`src/rtl/bitclk_pkg.sv`:
```
package bitclk_pkg;
  localparam int PRE_W_DEF  = 8;
  localparam int RATE_W_DEF = 8;
endpackage

```
`src/rtl/bitclk_prescale.sv`:
```
module bitclk_prescale #(
  parameter int PRE_W = 8
) (
  input  logic             clk,
  input  logic             rst,
  input  logic             clear,
  input  logic [PRE_W-1:0] pre_val,
  output logic             pre_tick
);
  localparam int HALF_W = PRE_W - 1;

  logic [HALF_W-1:0] half_div;
  logic [HALF_W-1:0] cnt;

  // even coercion: drop bit 0, then halve; zero maps to the minimum of 1
  always_comb begin
    if (pre_val[PRE_W-1:1] == '0) half_div = HALF_W'(1);
    else                          half_div = pre_val[PRE_W-1:1];
  end

  assign pre_tick = !clear && (cnt >= half_div - HALF_W'(1));

  always_ff @(posedge clk) begin
    if (rst || clear)  cnt <= '0;
    else if (pre_tick) cnt <= '0;
    else               cnt <= cnt + HALF_W'(1);
  end
endmodule

```
`src/rtl/bitclk_rate.sv`:
```
module bitclk_rate #(
  parameter int RATE_W = 8
) (
  input  logic              clk,
  input  logic              rst,
  input  logic              clear,
  input  logic              pre_tick,
  input  logic [RATE_W-1:0] rate_val,
  output logic              tick_next
);
  logic [RATE_W-1:0] cnt;

  assign tick_next = pre_tick && (cnt >= rate_val);

  always_ff @(posedge clk) begin
    if (rst || clear) cnt <= '0;
    else if (pre_tick) begin
      if (tick_next) cnt <= '0;
      else           cnt <= cnt + RATE_W'(1);
    end
  end
endmodule

```
`src/rtl/bitclk_shaper.sv`:
```
module bitclk_shaper (
  input  logic clk,
  input  logic rst,
  input  logic run,
  input  logic start,
  input  logic idle_pol,
  input  logic tick_next,
  output logic half_tick,
  output logic sclk
);
  always_ff @(posedge clk) begin
    if (rst || !run || start) begin
      half_tick <= 1'b0;
      sclk      <= idle_pol;
    end else begin
      half_tick <= tick_next;
      if (tick_next) sclk <= ~sclk;
    end
  end

  // nothing is emitted while the port is idle
  a_r7_quiet_when_idle: assert property (@(posedge clk) disable iff (rst)
    !run |=> !half_tick);

  // idle level follows the polarity input
  a_r6_idle_level: assert property (@(posedge clk) disable iff (rst)
    !run |=> (sclk == $past(idle_pol)));

  // every strobe coincides with a clock inversion
  a_r6_toggle_on_tick: assert property (@(posedge clk) disable iff (rst)
    half_tick |-> (sclk != $past(sclk)));

  // start realigns to idle with no strobe
  a_r8_start_realign: assert property (@(posedge clk) disable iff (rst)
    (run && start) |=> (!half_tick && (sclk == $past(idle_pol))));
endmodule

```
`src/rtl/bitclk_divider.sv`:
```
module bitclk_divider
  import bitclk_pkg::*;
#(
  parameter int PRE_W  = PRE_W_DEF,
  parameter int RATE_W = RATE_W_DEF
) (
  input  logic              clk,
  input  logic              rst,
  input  logic              port_en,
  input  logic              frame_act,
  input  logic              start,
  input  logic [PRE_W-1:0]  prescale_val,
  input  logic [RATE_W-1:0] rate_val,
  input  logic              idle_pol,
  output logic              half_tick,
  output logic              sclk
);
  logic run;
  logic clear;
  logic pre_tick;
  logic tick_next;

  assign run   = port_en && frame_act;
  assign clear = !run || start;

  bitclk_prescale #(.PRE_W(PRE_W)) u_pre (
    .clk      (clk),
    .rst      (rst),
    .clear    (clear),
    .pre_val  (prescale_val),
    .pre_tick (pre_tick)
  );

  bitclk_rate #(.RATE_W(RATE_W)) u_rate (
    .clk       (clk),
    .rst       (rst),
    .clear     (clear),
    .pre_tick  (pre_tick),
    .rate_val  (rate_val),
    .tick_next (tick_next)
  );

  bitclk_shaper u_shape (
    .clk       (clk),
    .rst       (rst),
    .run       (run),
    .start     (start),
    .idle_pol  (idle_pol),
    .tick_next (tick_next),
    .half_tick (half_tick),
    .sclk      (sclk)
  );
endmodule

```
`config.mk`:
```
export PLATFORM = sky130hd
export DESIGN_NAME = bitclk_divider
export DESIGN_NICKNAME = d
export VERILOG_FILES = /design/src/rtl/bitclk_pkg.sv /design/src/rtl/bitclk_prescale.sv /design/src/rtl/bitclk_rate.sv /design/src/rtl/bitclk_shaper.sv /design/src/rtl/bitclk_divider.sv
export SDC_FILE = /design/constraint.sdc
export NUM_CORES = 1
export LEC_CHECK = 0
export ABC_CLOCK_PERIOD_IN_PS = 3050
export CAP_MARGIN = 10
export CORE_MARGIN = 2
export CORE_UTILIZATION = 40
export CTS_CLUSTER_DIAMETER = 150
export DETAILED_ROUTE_END_ITERATION = 8
export HOLD_SLACK_MARGIN = 0.02
export PLACE_DENSITY_LB_ADDON = 0.3
export SYNTH_ARGS = -nofsm -noshare
export SYNTH_HDL_FRONTEND = slang
export SYNTH_HIERARCHICAL = 1
export SYNTH_SLANG_ARGS = --single-unit
```
`constraint.sdc`:
```
create_clock -name clk -period 3.05 [get_ports clk]
set_input_delay 0.4575 -clock clk [delete_from_list [all_inputs] [get_ports clk]]
set_output_delay 0.4575 -clock clk [all_outputs]
set_load 0.02 [all_outputs]
```
==> summary.txt <==
Status: finished clean
Clk buf depth: 2
Mean Syn Cell Area: 9.535 µm²
Slew HR: 47.83%
CP peak stage delay: 320 ps
Vias in the first global route: 1108
Setup crit start kind: primary input
Wire per inst: 12.65 µm
Grt ovf: 0
Synth Instances: 137
Slew at the pin closest to its max-slew limit: 780.1 ps
Placed cell count: 212
Clk slew on worst S/H paths: 100 ps
Fillers: 270
IR drop worst, VDD: 0.1207 mV
DR iter-0 viols: 30
Synth area leader: dfxtp_1
CORE AREA: 0.003078 mm²
Gpl congestion: 0.8173
Total power: 0.0004426 W
Crit path time final: 2944 ps
Final Max Tran Viols: 0
Worst EP required: 3260 ps
CP Max Fanout: 6
First-pass detailed-route iteration total: 4
Vias per cell: 5.096
Synth warnings: 6
Leakage Power: 0.7075 nW
First-pass GRT wire length: 4.519 mm
HP Class: register to register
Clk_skew: 8.621 ps
Initial antenna violation count: 0
Gr busiest metal: met2
Final hold vios: 0
Final Non-Filler Cells: 219
Worst path arrival time: 3150 ps
Final setup vio count: 0
Antenna cells: 0
Largest delay share family, worst path: compound AO/OA/AOI/OAI gates
Hold buffer count at cts: 0
Synth top area share: 24.52%
Die height: 61.15 µm
Dpl ws: -472.2 ps
Fmax: 0.3397 GHz
H-Tree Depth: 1
Vias: 1116
Ys async rst share: 0%
Post-synth EDFFs: 1
GRT Util Overall: 16.16%
Ports: 24
CP Cell Sequence: dlygate4sd2_1 > nor3_2 > a21oi_2 > ha_2 > nand2_1 > xor2_1 > ha_1 > a211o_1 > a21oi_4 > o31ai_4 > nor2b_4 > o2111a_1 > a22o_4 > buf_6 > nor4_2
Main flop type after synthesis: dfxtp_1
Final worst slack: 106.1 ps
Period utilization: 96.52%
PortBufs: 22
Clock Latency Late Sink: 290 ps
Final WL: 2.771 mm
Synth cell types: 41
Met2 usage: 29.03%
Final antenna-violating net count: 0
Slowest cell on crit path: ha_1
Detailed Place HPWL: 2.138 mm
MaxCap Viol Count: 0
Post-synthesis sequential area ratio: 26.82%
Met1 Usage GRT: 18.54%
Layout Nets: 216
Area grow syn2layout: 36.78%
Most frequent cell after synthesis: ha_1
Starting Density: 42.44%
Synth top cells by count: ha_1 (18), dfxtp_1 (16), inv_1 (12), nor3_1 (12), xor2_1 (9)
Final Util: 58.05%
CTS tree: built
Crit path buffers/inverters: 2
CP endpoint kind: register
Grt met3 use: 2.521%
Sink Count: 17
Synth area leaders: dfxtp_1 (25%), ha_1 (17%), nor4_2 (6.7%)
TritonCTS Buffers: 3
Share of layout cells above drive strength 1: 26.29%
Drc violations: 0
Largest net degree at the start of global routing: 11
Die area: 0.003739 mm²
Power Dens Cells: 247.7 mW/mm²
Synthesized Nets: 177
Mapped Area: 0.001306 mm²
Synth Register Bits: 17
CTS root buf: clkbuf_4
# rows: 20
CP Class: primary input to register
Die Wd: 61.15 µm
-- path summary, 6_finish.rpt --
kind | from | end | slack (ps) | cells past startpoint
worst max register to register | u_pre/cnt[0] | u_rate/cnt[5] | 760 | 10
worst max-delay path | prescale_val[2] | u_rate/cnt[5] | 110 | 15
worst min register to register | u_pre/cnt[0] | u_pre/cnt[0] | 520 | 1
worst min-delay path | u_pre/cnt[0] | u_pre/cnt[0] | 520 | 1
-- metal layers --
layer	vias to the layer above	part of all wire [%]
met3	4	3.9
met5	-	0
li1	567	-
met2	26	50
met4	0	1.7
met1	519	44
-- kinds of logic after synthesis --
family                     Yosys count  share of synthesized area (%)
adders and majority gates           18                          17.24
and+or+nand+nor                     54                          28.83
muxes                                2                          1.533
buffers and inverters               17                          5.555
DFF                                 17                          26.82
xor gates and xnor gates            15                          10.06
AOI/OAI and AO/OA                   14                          9.962
-- metrics by stage --
| stage | setup TNS [ps] | area (µm²) | hold WS, ps |
|---|---|---|---|
| 6_report | 0 | 1787 | 524.3 |
| 5_1_grt | -42.11 | 1787 | 566.7 |
| 3_5_place_dp | -4344 | 1682 | 510.6 |
| 4_1_cts | 0 | 1718 | 524.0 |
| 3_3_place_gp | -3804 | 1682 | 506.8 |
| 2_1_floorplan | -34.83 | 1329 | 474.4 |
-- state kept, by name, indices dropped and copies added (netlist names) --
name,flops
u_pre/cnt,7
u_shape/sclk,1
u_rate/cnt,8
u_shape/half_tick,1
-- power by group --
part           internal, W  leakage (nW)  switching, W  total [W]
Combinational    0.0000509         0.553     0.0000427  0.0000936
Clock            0.0000509        0.0150     0.0000716   0.000123
Sequential        0.000225         0.139    0.00000105   0.000227
Total             0.000327         0.708      0.000115   0.000443
-- cells in the final DEF, fill, tap and decap left out, types with 2 or more instances in the layout --
cell type / instances
xor2_1: 9
nand2_1: 6
nand2b_1: 2
nor3_1: 9
nor3_2: 2
ha_1: 17
nor2_1: 6
clkbuf_4: 3
dfxtp_1: 16
nand3b_1: 2
nand3_1: 4
buf_4: 15
xnor2_1: 6
o21ai_0: 2
inv_1: 12
mux2i_1: 2
nor4_4: 4
dlygate4sd2_1: 6
buf_6: 2
clkdlybuf4s50_1: 15
a21oi_2: 2
nand4_1: 3
nor4_2: 4
-- cell type report --
class                      count  area (µm²)  area share, %
multi-input combinational    103       962.2          53.85
sequential                    17       350.3          19.61
timing repair buffer          39       347.8          19.47
tap                           44       55.05          3.081
inverter                      12       45.04          2.521
clock buffer                   4       26.28          1.471
-- timing repair --
| item | 4_1_cts | 5_1_grt |
|---|---|---|
| pin swaps | 6 | 9 |
| buffers inserted | 1 | 2 |
| gates resized for setup | 10 | 9 |
| endpoints found under the setup margin | 9 | 9 |
-- worst register-to-register path, stage by stage, from the launching register on --
cell and delay (ps):
dfxtp_1 410, inv_1 60, ha_1 280, nand2b_1 150
a211oi_2 310, o31ai_4 90, nor2b_4 140, o2111a_1 160
a22o_4 270, buf_6 150, nor4_2 200
Note: power is estimated with default switching activity, not from simulation.
